==> src/rtl/i2c_tgt_pkg.sv <==
package i2c_tgt_pkg;
  localparam int BYTE_W = 8;

  typedef enum logic [2:0] {
    ST_IDLE,
    ST_RX,
    ST_ACK,
    ST_TX,
    ST_MACK,
    ST_SKIP
  } eng_state_t;

  typedef enum logic [1:0] {
    RX_DEV,
    RX_REG,
    RX_DATA
  } rx_kind_t;
endpackage

==> src/rtl/i2c_line_sync.sv <==
module i2c_line_sync #(
  parameter int STAGES = 2
) (
  input  logic clk,
  input  logic rst_n,
  input  logic scl_in,
  input  logic sda_in,
  output logic scl_s,
  output logic sda_s,
  output logic scl_rise,
  output logic scl_fall,
  output logic start_det,
  output logic stop_det
);
  logic [STAGES-1:0] scl_ff, sda_ff;
  logic scl_p, sda_p;

  always_ff @(posedge clk or negedge rst_n) begin
    if (!rst_n) begin
      scl_ff <= '1;
      sda_ff <= '1;
      scl_p  <= 1'b1;
      sda_p  <= 1'b1;
    end else begin
      scl_ff <= {scl_ff[STAGES-2:0], scl_in};
      sda_ff <= {sda_ff[STAGES-2:0], sda_in};
      scl_p  <= scl_ff[STAGES-1];
      sda_p  <= sda_ff[STAGES-1];
    end
  end

  assign scl_s     = scl_ff[STAGES-1];
  assign sda_s     = sda_ff[STAGES-1];
  assign scl_rise  = scl_s & ~scl_p;
  assign scl_fall  = ~scl_s & scl_p;
  // bus conditions: SDA moves while SCL stays high across both samples
  assign start_det = scl_s & scl_p & sda_p & ~sda_s;
  assign stop_det  = scl_s & scl_p & ~sda_p & sda_s;
endmodule

==> src/rtl/i2c_regfile.sv <==
module i2c_regfile #(
  parameter int NREG = 4,
  localparam int PW = (NREG > 1) ? $clog2(NREG) : 1
) (
  input  logic                                clk,
  input  logic                                rst_n,
  input  logic                                wr_en,
  input  logic [PW-1:0]                       wr_addr,
  input  logic [i2c_tgt_pkg::BYTE_W-1:0]      wr_data,
  input  logic [PW-1:0]                       rd_addr,
  output logic [i2c_tgt_pkg::BYTE_W-1:0]      rd_data,
  output logic [NREG*i2c_tgt_pkg::BYTE_W-1:0] q
);
  import i2c_tgt_pkg::*;

  logic [BYTE_W-1:0] mem [NREG];

  for (genvar k = 0; k < NREG; k++) begin : g_reg
    always_ff @(posedge clk or negedge rst_n) begin
      if (!rst_n)                                 mem[k] <= '0;
      else if (wr_en && (wr_addr == PW'(k)))      mem[k] <= wr_data;
    end
    assign q[k*BYTE_W +: BYTE_W] = mem[k];
  end

  always_comb begin
    rd_data = '0;
    for (int k = 0; k < NREG; k++)
      if (rd_addr == PW'(k)) rd_data = mem[k];
  end
endmodule

==> src/rtl/i2c_tgt_engine.sv <==
module i2c_tgt_engine #(
  parameter logic [6:0] DEV_ADDR = 7'h2A,
  parameter int         NREG     = 4,
  localparam int        PW       = (NREG > 1) ? $clog2(NREG) : 1
) (
  input  logic                           clk,
  input  logic                           rst_n,
  input  logic                           sda_s,
  input  logic                           scl_rise,
  input  logic                           scl_fall,
  input  logic                           start_det,
  input  logic                           stop_det,
  input  logic [i2c_tgt_pkg::BYTE_W-1:0] rd_data,
  output logic [PW-1:0]                  rd_addr,
  output logic                           wr_en,
  output logic [PW-1:0]                  wr_addr,
  output logic [i2c_tgt_pkg::BYTE_W-1:0] wr_data,
  output logic                           sda_oe
);
  import i2c_tgt_pkg::*;

  eng_state_t        state;
  rx_kind_t          kind;
  logic [3:0]        cnt;
  logic [BYTE_W-1:0] sh;
  logic [PW-1:0]     ptr;
  logic              rw, mack;
  logic [PW-1:0]     ptr_nxt;
  logic              byte_end;

  assign ptr_nxt  = (ptr == PW'(NREG - 1)) ? '0 : ptr + 1'b1;
  assign byte_end = scl_fall && (cnt == 4'd8);
  assign wr_en    = (state == ST_RX) && !start_det && !stop_det &&
                    byte_end && (kind == RX_DATA);
  assign wr_addr  = ptr;
  assign wr_data  = sh;
  assign rd_addr  = ptr;

  always_ff @(posedge clk or negedge rst_n) begin
    if (!rst_n) begin
      state  <= ST_IDLE;
      kind   <= RX_DEV;
      cnt    <= '0;
      sh     <= '0;
      ptr    <= '0;
      rw     <= 1'b0;
      mack   <= 1'b0;
      sda_oe <= 1'b0;
    end else if (start_det) begin
      state  <= ST_RX;
      kind   <= RX_DEV;
      cnt    <= '0;
      sda_oe <= 1'b0;
    end else if (stop_det) begin
      state  <= ST_IDLE;
      cnt    <= '0;
      sda_oe <= 1'b0;
    end else begin
      unique case (state)
        ST_RX: begin
          if (scl_rise && cnt != 4'd8) begin
            sh  <= {sh[BYTE_W-2:0], sda_s};
            cnt <= cnt + 1'b1;
          end else if (byte_end) begin
            unique case (kind)
              RX_DEV: begin
                if (sh[7:1] == DEV_ADDR) begin
                  rw     <= sh[0];
                  sda_oe <= 1'b1;
                  state  <= ST_ACK;
                end else begin
                  state  <= ST_SKIP;
                end
              end
              RX_REG: begin
                ptr    <= sh[PW-1:0];
                sda_oe <= 1'b1;
                state  <= ST_ACK;
              end
              default: begin
                ptr    <= ptr_nxt;
                sda_oe <= 1'b1;
                state  <= ST_ACK;
              end
            endcase
          end
        end
        ST_ACK: begin
          if (scl_fall) begin
            cnt <= '0;
            if (kind == RX_DEV && rw) begin
              sh     <= rd_data;
              sda_oe <= ~rd_data[BYTE_W-1];
              ptr    <= ptr_nxt;
              state  <= ST_TX;
            end else begin
              sda_oe <= 1'b0;
              state  <= ST_RX;
              kind   <= (kind == RX_DEV) ? RX_REG : RX_DATA;
            end
          end
        end
        ST_TX: begin
          if (scl_rise) begin
            cnt <= cnt + 1'b1;
          end else if (scl_fall) begin
            if (cnt == 4'd8) begin
              sda_oe <= 1'b0;
              state  <= ST_MACK;
            end else begin
              sh     <= {sh[BYTE_W-2:0], 1'b0};
              sda_oe <= ~sh[BYTE_W-2];
            end
          end
        end
        ST_MACK: begin
          if (scl_rise) begin
            mack <= ~sda_s;
          end else if (scl_fall) begin
            if (mack) begin
              sh     <= rd_data;
              sda_oe <= ~rd_data[BYTE_W-1];
              ptr    <= ptr_nxt;
              cnt    <= '0;
              state  <= ST_TX;
            end else begin
              state  <= ST_SKIP;
            end
          end
        end
        default: ;
      endcase
    end
  end
endmodule

==> src/rtl/i2c_regbank_target.sv <==
module i2c_regbank_target #(
  parameter logic [6:0] DEV_ADDR    = 7'h2A,
  parameter int         NREG        = 4,
  parameter int         SYNC_STAGES = 2
) (
  input  logic              clk,
  input  logic              rst_n,
  input  logic              scl_in,
  input  logic              sda_in,
  output logic              sda_oe,
  output logic [NREG*8-1:0] reg_q
);
  import i2c_tgt_pkg::*;

  localparam int PW = (NREG > 1) ? $clog2(NREG) : 1;

  logic scl_s, sda_s, scl_rise, scl_fall, start_det, stop_det;
  logic              wr_en;
  logic [PW-1:0]     wr_addr, rd_addr;
  logic [BYTE_W-1:0] wr_data, rd_data;

  i2c_line_sync #(.STAGES(SYNC_STAGES)) u_sync (
    .clk(clk), .rst_n(rst_n), .scl_in(scl_in), .sda_in(sda_in),
    .scl_s(scl_s), .sda_s(sda_s), .scl_rise(scl_rise), .scl_fall(scl_fall),
    .start_det(start_det), .stop_det(stop_det)
  );

  i2c_tgt_engine #(.DEV_ADDR(DEV_ADDR), .NREG(NREG)) u_eng (
    .clk(clk), .rst_n(rst_n), .sda_s(sda_s),
    .scl_rise(scl_rise), .scl_fall(scl_fall),
    .start_det(start_det), .stop_det(stop_det),
    .rd_data(rd_data), .rd_addr(rd_addr),
    .wr_en(wr_en), .wr_addr(wr_addr), .wr_data(wr_data),
    .sda_oe(sda_oe)
  );

  i2c_regfile #(.NREG(NREG)) u_regs (
    .clk(clk), .rst_n(rst_n),
    .wr_en(wr_en), .wr_addr(wr_addr), .wr_data(wr_data),
    .rd_addr(rd_addr), .rd_data(rd_data), .q(reg_q)
  );
endmodule

==> config.mk <==
export PLATFORM = sky130hd
export DESIGN_NAME = i2c_regbank_target
export DESIGN_NICKNAME = d
export VERILOG_FILES = /design/src/rtl/i2c_tgt_pkg.sv /design/src/rtl/i2c_line_sync.sv /design/src/rtl/i2c_regfile.sv /design/src/rtl/i2c_tgt_engine.sv /design/src/rtl/i2c_regbank_target.sv
export SDC_FILE = /design/constraint.sdc
export NUM_CORES = 1
export LEC_CHECK = 0
export ABC_AREA = 1
export BUFFER_PORTS_ARGS = -buffer_cell sky130_fd_sc_hd__clkbuf_2
export CAP_MARGIN = 20
export CORE_MARGIN = 2
export CORE_UTILIZATION = 45
export CTS_CLUSTER_DIAMETER = 40
export CTS_CLUSTER_SIZE = 28
export DETAILED_ROUTE_END_ITERATION = 8
export PLACE_DENSITY = 0.61
export SETUP_SLACK_MARGIN = 0.4
export SYNTH_ARGS = -nofsm -noshare
export SYNTH_HDL_FRONTEND = slang
export SYNTH_SLANG_ARGS = --single-unit
export TNS_END_PERCENT = 30
==> constraint.sdc <==
create_clock -name clk -period 4.9 [get_ports clk]
set_clock_uncertainty 0.15 [all_clocks]
set_input_delay 0.49 -clock clk [delete_from_list [all_inputs] [get_ports clk]]
set_output_delay 0.49 -clock clk [all_outputs]
set_load 0.01 [all_outputs]
## Word-level counts from Yosys, hierarchy flattened

Cells that the tools add are included.
Widths: inputs -> output; s select.

- Bits in registers: 60
- Input bits: 4
- Output and inout bits: 33
- Logic and storage cells: 169

- Add/subtract/negate cells: 2
- Equal/unequal tests: 38
- Mux-type cells: 69
- Bitwise logic cells: 16
- Reduce and logical (&&, ||, !) cells: 28

Operators with widths:

| operator | number |
|---|---|
| $mux 8 | 13 |
| $mux 3 | 13 |
| $mux 4 | 8 |
| $pmux 8 s4 | 1 |
| $mux 2 | 15 |
| $ne 4x1->1 const B | 7 |
| $ne 2x1->1 const B | 8 |
| $pmux 4 s4 | 1 |
| $mux 1 | 14 |
| $reduce_and 7->1 | 2 |
| $ne 2x2->1 const B | 6 |
| $ne 4x4->1 const B | 3 |
| $pmux 3 s4 | 1 |
| $reduce_and 12->1 | 1 |
| $logic_and 1x1->1 | 11 |
| $reduce_and 11->1 | 1 |
| $reduce_and 10->1 | 1 |
| $not 1->1 | 9 |
| $reduce_and 9->1 | 1 |
| $ne 4x2->1 const B | 2 |
| $reduce_and 4->1 | 2 |
| $and 1x1->1 | 7 |
| $eq 7x6->1 const B | 1 |
| $eq 2x2->1 const B | 3 |
| 17 further kinds | 22 |

## Longest topological paths before layout

- Depth in word-level cells: 12
- Gate-level depth with buffers: 12
- Gate-level depth less buffers: 12

## Cells and area by module

Synthesis repeated with hierarchy kept, for this count alone.

- Cell total of the unflattened synthesis: 419
- Area, all modules: 3279.4 um^2

Modules (own cells, without submodules):

| module | times used | cells an instance | area an instance (um^2) | sequential area each (um^2) |
|---|---|---|---|---|
| i2c_tgt_engine | 1 | 242 | 1677.9 | 550.5 |
| i2c_regfile | 1 | 160 | 1402.6 | 800.8 |
| i2c_line_sync | 1 | 17 | 198.9 | 157.7 |

## Worst setup path before layout

No wires, ideal clock.

- Path kind: reg-to-reg
- From: register u_eng.cnt[0]
- To: register u_regs.mem, in the netlist u_regs.q[22]
- Library setup time: 123 ps
- Arrival time: 1552 ps
- Required time: 4627 ps
- Setup slack: 3075 ps
- Stages on the path, launching flop included: 11
- Buffers on the path: 1
- Clock period less this slack: 1825 ps
- Path through: dfrtp_1 > inv_1 > ha_1 > nand2_2 > nor2_4 > nand2_2 > nor3_4 > nand3_2 > buf_6 > nand2_1 > o21ai_1

- Longest elaborated chain between the ends: 5

RTL lines:

| item | RTL line | text |
|---|---|---|
| start: declaration | i2c_tgt_engine.sv:24 | `logic [3:0] cnt;` |
| start signal: assignment | i2c_tgt_engine.sv:63 | `cnt <= cnt + 1'b1;` |
| start signal: assignment | i2c_tgt_engine.sv:105 | `cnt <= cnt + 1'b1;` |
| $eq 4x4->1 | i2c_tgt_engine.sv:32 | `assign byte_end = scl_fall && (cnt == 4'd8);` |
| $logic_and 1x1->1 | i2c_tgt_engine.sv:32 |  |
| $logic_and 1x1->1 | i2c_tgt_engine.sv:33 | `assign wr_en = (state == ST_RX) && !start_det && !stop_det &&` |
| $logic_and 1x1->1 | i2c_tgt_engine.sv:34 | `byte_end && (kind == RX_DATA);` |
| $logic_and 1x1->1 | i2c_regfile.sv:21 | `else if (wr_en && (wr_addr == PW'(k))) mem[k] <= wr_data;` |
| end signal: indexed assignment | i2c_regfile.sv:21 |  |
| end: declaration | i2c_regfile.sv:16 | `logic [BYTE_W-1:0] mem [NREG];` |

Every way passes these cells.
A chain may end at the register's enable or synchronous reset.

## Worst setup path after layout

- From: register u_eng.cnt[0]
- To: register u_regs.mem, in the netlist u_regs.q[18]

Same word-level chain as after synthesis.

==> reports/qor.txt <==
Reg2Reg Capture Point - u_regs.q[18]$_DFFE_PN0P_
part of the cycle the worst path needs - 0.430
CTS Buf Count - 9
Die Footprint - 0.00787 mm²
wire per inst - 13.4 µm
RSZ-0062 raised after global routing - no
most common cell in the netlist - nand2_1
Leak - 0.00194 µW
post-synth top area share - 0.418
Worst EP required - 4.98 ns
Post-Syn Nets - 437
WHS Endpoint - u_sync.sda_ff[0]$_DFF_PN1_
initial antenna violation count - 0
r2r setup slk - 2.79 ns
Port Buffers - 36
die height - 88.7 µm
Worst-path clk slew - 0.07 ns
Antenna Violating Nets Remaining - 0
startpoint types - flop
Root Buffer - clkbuf_8
design area - 0.00366 mm²
GR Util All Layers - 0.209
Post-Synthesis Cells - 427
worst hold slack - 0.0733 ns
Max Cap Viol - 0
vias per cell - 4.94
ys flop type - dfrtp_1
reg2reg start - u_eng.cnt[0]$_DFFE_PN0P_
Area growth syn-to-layout - 13.4%
Area contributors post-synth - dfrtp_1 42%, nand2_1 18%, nor2_1 5.3%, dfstp_2 4.9%, inv_1 4.5%
Post-DP HPWL - 5.50 mm
worst hold stages - 1
H-Tree Depth - 3
first-pass GRT wire length - 12.5 mm
Final Max Slew Viols - 0
Via Count - 2801
Chip Width - 88.7 µm
# IOs - 37
Initial Utilization - 0.470
Routability Congestion - 0.845
Rel. slew slack - 0.597
sequential share of the synthesized area - 0.467
clock latency on the worst-skew pair - 0.35 ns
HP Start - sda_in
post-synth top area cell - dfrtp_1
gr ovfl total - 0
Core Area - 0.00687 mm²
Crit Path Max Fanout - 16
final hold vios - 0
crit path kind - reg -> reg
vias in the first global route - 2578
hold crit path type - in -> reg
Longest Clk Path Bufs - 2
Synth async-reset ratio - 1.00
CTS tree - done
fin util - 0.534
worst slew pin tran - 0.604 ns
fmax - 475 MHz
EDFF count, synth - 0
setup TNS - 0 ns
Synth top cells by count - 153 x nand2_1, 54 x dfrtp_1, 46 x nor2_1
maximum number of pins on one net before global-route repair - 44
register bit count reported by yosys - 60
CP endpoint kind - flop
row count - 30
ant diodes - 0
yosys warns - 0
status - finished clean
DRC violations left - 0
layout cells sized above 1 - 0.168
Post-Place Cell Area - 0.00346 mm²
total chip power - 1980 µW
final-stage net count - 476
DRT iter0 DRCs - 129
WP data arrival - 2.19 ns
Post-Synthesis Cell Area - 0.00323 mm²
crit path time final - 2.11 ns
VDD IR max - 283 µV
clk sink count - 60
WL final - 7.60 mm
Pwr Density - 540 mW/mm²
Mean Syn Cell Area - 7.57 µm²
Synth cell types - 28
First-pass DRT Iterations - 5
final setup fails - 0
r2r worst-path depth - 9
## metrics by stage
step | instances | setup slack (ns)
4_1_cts | 567 | 2.79
5_1_grt | 567 | 2.59
3_3_place_gp | 550 | 2.85
2_1_floorplan | 427 | 3.08
3_5_place_dp | 550 | 2.81
6_report | 567 | 2.79
## report_power, final
group,internal (µW),leakage (µW),switching (µW),total [µW]
logic,263,0.00105,604,867
clock network,235,0.0000962,210,445
registers,579,0.000796,86.2,665
## registers in the layout (all words and copies together) (netlist names)
name / count
u_eng.rd_addr: 2
u_regs.q: 32
u_eng.cnt: 4
u_eng.state: 3
u_eng.mack: 1
u_sync.sda_p: 1
u_sync.scl_ff: 2
u_eng.sda_oe: 1
u_eng.kind: 2
u_sync.scl_p: 1
u_sync.sda_ff: 2
u_eng.rw: 1
u_eng.wr_data: 8
## kinds of logic (layout without fill, tap and decap cells)
kind of cell	Yosys count	in the layout	synth area share
AND/OR/NAND/NOR	229	229	0.297
AO/OA/AOI/OAI	78	78	0.134
flip-flops	60	60	0.467
buffers and inverters	52	96	0.0724
adder cells (fa/ha/maj)	6	6	0.0232
XOR/XNOR	2	2	0.00542
## layout make-up
class	instances	area (µm²)
Clock buffer	10	128
Clock inverter	6	65.1
Fill cell	681	3200
Inverter	42	158
Multi-Input combinational cell	315	1490
Sequential cell	60	1510
Tap cell	96	120
Timing Repair Buffer	38	198
## critical path, cell delays in order, from the launching register on
cell and delay, ns:
dfrtp_1 0.41, inv_1 0.09, ha_1 0.16, nand2_2 0.07
nor2_4 0.12, nand2_2 0.09, nor3_4 0.29, nand3_2 0.37
nand2_1 0.20, o21ai_2 0.06
## how the worst max path moves through the flow
stage / from / end / slack [ns] / cells after the start
floorplan: u_eng.cnt[0]$_DFFE_PN0P_ / u_regs.q[22]$_DFFE_PN0P_ / 3.08 / 10
finish: u_eng.cnt[0]$_DFFE_PN0P_ / u_regs.q[18]$_DFFE_PN0P_ / 2.79 / 9
detailed placement: u_eng.cnt[0]$_DFFE_PN0P_ / u_regs.q[18]$_DFFE_PN0P_ / 2.81 / 9
global placement: u_eng.cnt[0]$_DFFE_PN0P_ / u_regs.q[21]$_DFFE_PN0P_ / 2.85 / 9
CTS: u_eng.cnt[0]$_DFFE_PN0P_ / u_regs.q[17]$_DFFE_PN0P_ / 2.79 / 9
global route: u_eng.cnt[0]$_DFFE_PN0P_ / u_regs.q[16]$_DFFE_PN0P_ / 2.59 / 9
## metal layers
| layer | vias up | GRT usage | wire, µm |
|---|---|---|---|
| met5 | - | 0 | 0 |
| met4 | 0 | 0.0937 | 113 |
| met3 | 10 | 0.0354 | 278 |
| met2 | 61 | 0.315 | 3320 |
| met1 | 1281 | 0.295 | 3880 |
| li1 | 1449 | - | - |
## placed cells by master, fill, tap and decap left out, drive strengths merged, types with 3 or more instances in the layout
cell    instances
nor3            3
nand4           3
ha              6
nor2           47
nand2         157
clkinv          4
inv            42
nand3          19
clkbuf         46
a21oi          18
o31ai           7
o21ai          52
dfrtp          54
dfstp           6
## timing repair
| item | CTS | global route |
|---|---|---|
| resized for setup | 0 | 0 |
| buffers inserted | 0 | 0 |
| hold buffers | 1 | 0 |
| hold endpoints to repair | 11 | 0 |
Note: power is estimated with default switching activity, not from simulation.
